--- config.mk ---
export PLATFORM = sky130hd
export DESIGN_NAME = sync_audio_rx
export DESIGN_NICKNAME = d
export VERILOG_FILES = /design/src/rtl/sync_audio_rx.sv
export SDC_FILE = /design/constraint.sdc
export NUM_CORES = 1
export LEC_CHECK = 0
export BUFFER_PORTS_ARGS = -buffer_cell sky130_fd_sc_hd__buf_2
export CAP_MARGIN = 15
export CORE_ASPECT_RATIO = 0.75
export CORE_MARGIN = 4
export CORE_UTILIZATION = 65
export DETAILED_ROUTE_END_ITERATION = 10
export PLACE_DENSITY = 0.82
export SYNTH_ARGS = -nofsm -noshare
export SYNTH_HDL_FRONTEND = slang
export SYNTH_SLANG_ARGS = --single-unit
--- constraint.sdc ---
create_clock -name clk -period 11 [get_ports clk]
set_input_delay 0.55 -clock clk [delete_from_list [all_inputs] [get_ports clk]]
set_output_delay 0.55 -clock clk [all_outputs]
set_load 0.01 [all_outputs]
--- src/rtl/sync_audio_rx.sv ---
module sync_audio_rx #(
  parameter int MAXW  = 32,
  parameter int SLOTS = 8,
  parameter int DEPTH = 8
) (
  input  logic                             clk,
  input  logic                             rst_n,
  input  logic                             rx_en,
  input  logic                             tx_en,
  input  logic                             bclk_tick,
  input  logic                             fs_in,
  input  logic                             sd_in,
  input  logic                             sync_inv,
  input  logic                             sync_early,
  input  logic                             msb_first,
  input  logic [$clog2(MAXW+1)-1:0]        word_len,
  input  logic [$clog2(SLOTS+1)-1:0]       frame_words,
  input  logic [SLOTS-1:0]                 slot_mask,
  input  logic [$clog2(DEPTH+1)-1:0]       watermark,
  input  logic                             pop,
  output logic [MAXW-1:0]                  rd_data,
  output logic [$clog2(DEPTH+1)-1:0]       level,
  output logic                             empty,
  output logic                             fifo_req,
  output logic                             overflow
);
  localparam int WW = $clog2(MAXW+1);
  localparam int SW = $clog2(SLOTS+1);
  localparam int SI = (SLOTS > 1) ? $clog2(SLOTS) : 1;
  localparam int LW = $clog2(DEPTH+1);
  localparam int AW = (DEPTH > 1) ? $clog2(DEPTH) : 1;

  logic            fs_q, pend, active;
  logic [WW-1:0]   bit_cnt;
  logic [SW-1:0]   slot_cnt;
  logic [MAXW-1:0] acc;

  logic            tick, sync_now, start, begin_w, step, word_done, last_slot, push;
  logic [WW-1:0]   bit_idx, pos;
  logic [SW-1:0]   slot_idx;
  logic [MAXW-1:0] acc_next;

  assign tick      = bclk_tick & tx_en;
  assign sync_now  = fs_in ^ sync_inv;
  assign start     = rx_en & tick & sync_now & ~fs_q;
  assign begin_w   = rx_en & ((start & ~sync_early) | (tick & pend));
  assign step      = rx_en & tick & (begin_w | active);
  assign bit_idx   = begin_w ? '0 : bit_cnt;
  assign slot_idx  = begin_w ? '0 : slot_cnt;
  assign pos       = msb_first ? (word_len - WW'(1) - bit_idx) : bit_idx;
  assign acc_next  = ((bit_idx == '0) ? '0 : acc) | (MAXW'(sd_in) << pos);
  assign word_done = step & (bit_idx == word_len - WW'(1));
  assign last_slot = (slot_idx == frame_words - SW'(1));
  assign push      = word_done & ~slot_mask[slot_idx[SI-1:0]];

  always_ff @(posedge clk or negedge rst_n) begin
    if (!rst_n) begin
      fs_q     <= 1'b0;
      pend     <= 1'b0;
      active   <= 1'b0;
      bit_cnt  <= '0;
      slot_cnt <= '0;
      acc      <= '0;
    end else begin
      if (tick) fs_q <= sync_now;
      if (!rx_en) begin
        pend   <= 1'b0;
        active <= 1'b0;
      end else begin
        if (start)     pend <= sync_early;
        else if (tick) pend <= 1'b0;
        if (step) begin
          acc <= acc_next;
          if (word_done) begin
            bit_cnt <= '0;
            if (last_slot) active <= 1'b0;
            else begin
              active   <= 1'b1;
              slot_cnt <= slot_idx + SW'(1);
            end
          end else begin
            active   <= 1'b1;
            bit_cnt  <= bit_idx + WW'(1);
            slot_cnt <= slot_idx;
          end
        end
      end
    end
  end

  logic [MAXW-1:0] mem [DEPTH];
  logic [AW-1:0]   wptr, rptr;
  logic [LW-1:0]   cnt;
  logic            full, wr, rd;

  assign full     = (cnt == LW'(DEPTH));
  assign empty    = (cnt == '0);
  assign wr       = push & ~full;
  assign rd       = pop & ~empty;
  assign rd_data  = mem[rptr];
  assign level    = cnt;
  assign fifo_req = (cnt > watermark);

  always_ff @(posedge clk) if (wr) mem[wptr] <= acc_next;

  always_ff @(posedge clk or negedge rst_n) begin
    if (!rst_n) begin
      wptr     <= '0;
      rptr     <= '0;
      cnt      <= '0;
      overflow <= 1'b0;
    end else begin
      if (wr) wptr <= (wptr == AW'(DEPTH-1)) ? '0 : wptr + AW'(1);
      if (rd) rptr <= (rptr == AW'(DEPTH-1)) ? '0 : rptr + AW'(1);
      cnt <= cnt + LW'(wr) - LW'(rd);
      if (!rx_en)           overflow <= 1'b0;
      else if (push & full) overflow <= 1'b1;
    end
  end


  ovf_sticky_chk: assert property (@(posedge clk) disable iff (!rst_n)
    (overflow && rx_en) |=> overflow);

  ovf_set_chk: assert property (@(posedge clk) disable iff (!rst_n)
    (push && level == LW'(DEPTH) && rx_en) |=> overflow);

  en_order_chk: assert property (@(posedge clk) disable iff (!rst_n)
    $fell(rx_en) |-> !tx_en);

  idle_push_chk: assert property (@(posedge clk) disable iff (!rst_n)
    !rx_en |=> (level <= $past(level)));

  req_level_chk: assert property (@(posedge clk) disable iff (!rst_n)
    fifo_req |-> !empty);
endmodule

Yosys cells after proc, flatten, opt, wreduce, memory -nomap -nowiden --
Memories as Yosys holds them, arrays and structs flattened. Index checks and enable logic that the tools add are counted.
Operators by class: multiplexer cells 22, bitwise logic cells 22, add/subtract/negate cells 9, reduce and logical (&&, ||, !) cells 4, divide/modulo/power cells 0, $lt $le $gt $ge 2, multipliers 0, equal/unequal tests 9, shift operators 1
Operators with widths (count):
- $mux W32 | 1
- $or A32 B32 Y32 | 1
- $shl A1 B6 Y32 | 1
- $mux W6 | 3
- $and A1 B1 Y1 | 13
- $mux W1 | 12
- $mux W4 | 3
- $add A3 B1 Y3 const B | 2
- $add A6 B1 Y6 const B | 1
- $eq A3 B3 Y1 const B | 2
- $eq A6 B6 Y1 | 1
- $logic_not A6 Y1 | 1
- $mux W3 | 2
- $sub A6 B1 Y6 const B | 1
- $sub A6 B6 Y6 | 1
- $not A1 Y1 | 5
- $add A4 B1 Y4 | 1
- $add A4 B1 Y4 const B | 1
- $eq A4 B4 Y1 | 1
- $eq A4 B4 Y1 const B | 1
- $gt A4 B4 Y1 | 1
- $logic_not A4 Y1 | 1
- $lt A3 B4 Y1 const B | 1
- $ne A2 B1 Y1 const B | 2
- other kinds (9) | 10
Storage, ports and cells: output and inout bits 39, latch bits 0, memories 1, register bits 56, ROM bits 0, memory bits (writable) 256
Memories:
- mem | words 8, bits a word 32, rd ports 1, clocked after memory_dff 0, write ports 1, line 91 | logic [MAXW-1:0] mem [DEPTH];

Logic depth before layout (Yosys ltp) --
depth in word-level cells 15, mapped depth 17, gate-level depth less buffers 15

Worst setup path after synthesis --
No wires, ideal clock.
kind input port to flip-flop, from in sync_inv, to mem mem[4][0], enable pin, arrival 5801 ps, data required time 10487 ps, library setup time 513 ps, path slack 4686 ps, path buffers 2, stages on the path 12, cell sequence xor2_1 a21o_1 nand2_1 buf_6 nand2_1 inv_1 ha_1 inv_1 nor4_1 nand4_1 buf_4 nor4b_1
On the way: word-level cells in the longest chain between the ends 14
RTL lines:
- from (decl) | line 13 | input logic sync_inv,
- $xor A1 B1 Y1 * | line 44 | assign sync_now = fs_in ^ sync_inv;
- $and A1 B1 Y1 * (2 in series) | line 45 | assign start = rx_en & tick & sync_now & ~fs_q;
- $and A1 B1 Y1 * | line 46 | assign begin_w = rx_en & ((start & ~sync_early) | (tick & pend));
- $or A1 B1 Y1 * | line 46
- $and A1 B1 Y1 * | line 46
- $mux W4 | line 49 | assign slot_idx = begin_w ? '0 : slot_cnt;
- $bmux W1 S3 | line 54 | assign push = word_done & ~slot_mask[slot_idx[SI-1:0]];
- $mux W1 (not written as such) | line 54
- $not A1 Y1 | line 54
- $and A1 B1 Y1 * | line 54
- $and A1 B1 Y1 * | line 98 | assign wr = push & ~full;
- $mux W1 * | line 104 | always_ff @(posedge clk) if (wr) mem[wptr] <= acc_next;
- $mux W1 (not written as such) * | line 104
- to (decl) | line 91
Every way passes the cells marked *; elsewhere a longest branch is shown, timed or not. The select of a mux whose other input is x is not followed.

Worst setup path after layout --
from reg fs_q, to reg cnt[2] (netlist: level[2])
On the way: word-level cells in the longest chain between the ends 13
RTL lines:
- from (decl) | line 33 | logic fs_q, pend, active;
- from (signal assigned) | line 65 | if (tick) fs_q <= sync_now;
- $not A1 Y1 * | line 45
- $and A1 B1 Y1 * | line 45
- $and A1 B1 Y1 * | line 46
- $or A1 B1 Y1 * | line 46
- $and A1 B1 Y1 * | line 46
- $mux W4 | line 49
- $bmux W1 S3 | line 54
- $mux W1 (not written as such) | line 54
- $not A1 Y1 | line 54
- $and A1 B1 Y1 * | line 54
- $and A1 B1 Y1 * | line 98
- $add A4 B1 Y4 * | line 115 | cnt <= cnt + LW'(wr) - LW'(rd);
- $sub A4 B1 Y4 * | line 115
- to (signal assigned) | line 115
- to (decl) | line 93 | logic [LW-1:0] cnt;
Marks and branches as above. A chain may end at the register's enable or synchronous reset.

==> impl_metrics.csv <==
group,metric,value,unit
status,status,"completed",
clock_tree,hold_buffers,0,
place,io_buffers,71,
synth,synth_area,13800,sq um
drt,vias,8184,
cells_and_area,fin_nets,976,
clock_tree,cts_max_level,1,
worst_setup_path,r2r_end,"level[2]",
synth,ys_types,66,
sta,post-route-period-util,41.8,%
worst_setup_path,crit_required,11.44,ns
synth,synthFlopType,"edfxtp_1",
clock_tree,cts.sink_count,312,
cells_and_area,fin_area,15300,sq um
synth,synth_xor_xnor_area_share,1.00,%
synth,async_flop_share,17.9,%
drt,viasPerCell,6.70,
sta,clock.fmax,217,MHz
worst_setup_path,critical_path.top_delay_family,"simple AND/OR/NAND/NOR gates",
synth,synth_edf_count,256,
job,maxCapViolations,0,
worst_setup_path,critPathMaxStageDelay,0.68,ns
synth,synth-compound-area-share,7.68,%
worst_setup_path,cp_max_fo,14,
die,fp.dieH,134,um
global_routing,track_usage,27.3,%
sta,maxSlewHeadroom,23.4,%
global_routing,grt_max_degree,67,
worst_setup_path,worst_setup_path_start_kind,"register",
synth,muxShareOfSynthArea,14.0,%
sta,finalMaxSlewViolations,0,
synth,synth-simple-area-share,6.38,%
synth,synth_top_family_by_area,"multiplexers",
clock_tree,clkTransAtPathRegs,0.07,ns
sta,finalSetupViolations,0,
drt,ant_nets,0,
worst_setup_path,rrSetupSlack,6.40,ns
power_and_ir_drop,power.density,201,nW/um^2
drt,routedWlPerCell,25.6,um
global_routing,grt_pass1_vias,8359,
worst_setup_path,crit_buf_inv,3,
clock_tree,clockRootBuffer,"clkbuf_16",
synth,ys_seq_elements,312,
place,dp_hpwl,18.6,mm
cells_and_area,layout-drive-gt1-share,26.5,%
die,die_w,176,um
place,gp_congestion,0.908,
worst_setup_path,worstPathCellList,"nor2_1, a21o_1, nand2_1, nand2_1, inv_1, ha_1, inv_1, nor4_1, nand4_1, ha_1, inv_1, ha_1, fa_1, xor2_1",
worst_setup_path,worstSetupPathType,"register to register",
die,io_pins,72,
cells_and_area,diodes,0,
global_routing,grt_pass1_wl,49.0,mm
global_routing,antenna_found_initial,0,
place,placed_area,14400,sq um
synth,yosys_warnings,0,
sta,post-route-min-period,4.60,ns
worst_setup_path,cp.arrival,5.04,ns
synth,synth.net_count,900,
clock_tree,clk_path_buf_depth,3,
worst_setup_path,crit_path_top_delay_cell,"nand4_1",
worst_setup_path,end_kind,"register",
global_routing,overflow,0,
clock_tree,cts_buffers,29,
sta,worst_pin_slew,1.15,ns
worst_setup_path,crit_start,"fs_q",
drt,drtIter0Drc,1108,
sta,fin_tns_setup,0,ns
hold_path,min_path_type,"primary input to asynchronous set/reset pin",
worst_setup_path,cp.depth,14,
cells_and_area,area_growth,11.3,%
sta,rsz0062_at_grt,"false",
die,die_area,23600,sq um
synth,synth.avg_cell_area,16.4,sq um
synth,netlist_instances,841,
clock_tree,insertion_delay,0.55,ns
drt,routed_wl,31.3,mm
sta,hold_slack,0.131,ns
drt,drt-pass1-iter-count,5,
drt,drc_errors,0,
worst_setup_path,cp-endpoint,"level[2]",
worst_setup_path,ff2ff_path_depth,14,
clock_tree,post_cts_buffers,0,
die,start_util,67.1,%
worst_setup_path,regToRegStartpoint,"fs_q",
synth,synth_fa_ha_area_share,2.47,%
power_and_ir_drop,peakVddDrop,0.129,mV
sta,fin_worst_skew,0.0142,ns
die,core-area,20500,sq um
clock_tree,tritoncts,"yes",
synth,ys_seq_area_share,66.1,%
power_and_ir_drop,leakagePower,0.00584,uW
die,num_rows,45,
sta,hold_viol_final,0,
clock_tree,cts_resized,0,
[registers in the layout (all words and copies together), names as in the netlist]
name / flops
level: 4
fs_q: 1
overflow: 1
pend: 1
wptr: 3
active: 1
bit_cnt: 6
slot_cnt: 4
rptr: 3
acc: 32
mem: 256
[Yosys cell counts, types with 12 or more instances]
| cell type | instances | area, sq um |
|---|---|---|
| o31ai_1 | 37 | 278 |
| a21oi_1 | 13 | 65.1 |
| o21ai_0 | 18 | 90.1 |
| nor3_1 | 12 | 60.1 |
| dfrtp_1 | 56 | 1400 |
| ha_1 | 24 | 300 |
| a32o_1 | 32 | 320 |
| mux4_2 | 65 | 1460 |
| nand2_1 | 80 | 300 |
| inv_1 | 25 | 93.8 |
| edfxtp_1 | 256 | 7690 |
| mux2_2 | 36 | 405 |
| nor2_1 | 20 | 75.1 |
| clkbuf_1 | 18 | 67.6 |
[metrics by stage]
step                      worst slack, ns  instances  util [%]  power (uW)
after floorplan                      4.69        841         -        1910
after global placement               6.37       1167      70.3        2110
after detailed placement             6.09       1167      70.3        2130
after CTS                            6.48       1221      74.7        3080
after global routing                 6.09       1222      74.7        3210
final                                6.40       1222      74.7        3070
[how the worst min path moves through the flow]
| stage | startpoint | to | slack [ns] | cells after the start |
|---|---|---|---|---|
| 6_report | rst_n | active | 0.13 | 2 |
| 5_1_grt | rst_n | active | 0.19 | 2 |
| 3_5_place_dp | acc[16] | acc[16] | 0.48 | 2 |
| 3_3_place_gp | acc[16] | acc[16] | 0.47 | 2 |
| 2_1_floorplan | rst_n | acc[0] | 0.25 | 0 |
| 4_1_cts | rst_n | fs_q | 0.17 | 2 |
[area by class of cell]
cell class                      count  area (sq um)
Clock buffer                       51           858
Sequential cell                   312          9090
Fill cell                        1224          5180
Clock inverter                      3          43.8
Tap cell                          282           353
Timing Repair Buffer               86           465
Multi-Input combinational cell    462          4400
Inverter                           26          97.6
[kinds of logic (layout without fill, tap and decap cells)]
kind of cell	Yosys count	count (layout)
compound gates	137	137
fa+ha+maj	26	26
simple gates	179	179
buf+inv	67	166
xor+xnor	14	14
mux	106	106
flops	312	312
[power breakdown]
group          switching (uW)  total, uW  internal (uW)  leakage, uW
clock                     412        960            548     0.000436
sequential               42.5       1340           1300      0.00345
combinational             422        772            350      0.00196
total                     877       3070           2190      0.00584
[layout by cell type, fill, tap and decap left out, types with 5 or more instances in the layout]
cell | Yosys | final
a32o_1 | 32 | 32
xnor2_1 | 7 | 7
edfxtp_1 | 256 | 256
clkbuf_1 | 18 | 17
nor2_1 | 20 | 20
and2_1 | 7 | 7
nor4_1 | 9 | 5
buf_2 | 3 | 72
clkbuf_8 | 0 | 5
mux4_2 | 65 | 65
a21oi_1 | 13 | 13
nor2b_1 | 7 | 7
nand2_1 | 80 | 80
o31ai_1 | 37 | 37
a21o_1 | 7 | 7
inv_1 | 25 | 25
buf_4 | 1 | 14
dfrtp_1 | 56 | 54
xor2_1 | 5 | 5
ha_1 | 24 | 24
mux2_2 | 36 | 36
nor3_1 | 12 | 10
clkbuf_16 | 0 | 29
o21ai_0 | 18 | 18
nand3_1 | 8 | 8
nand2b_1 | 9 | 9
[per-layer routing]
layer	vias up	routed length [um]	track usage (%)
met1	4163	12700	39.6
met2	433	14900	43.0
met5	-	0	0
li1	3507	-	-
met4	0	977	8.23
met3	81	2660	5.44
(Power assumes the default switching activity.)
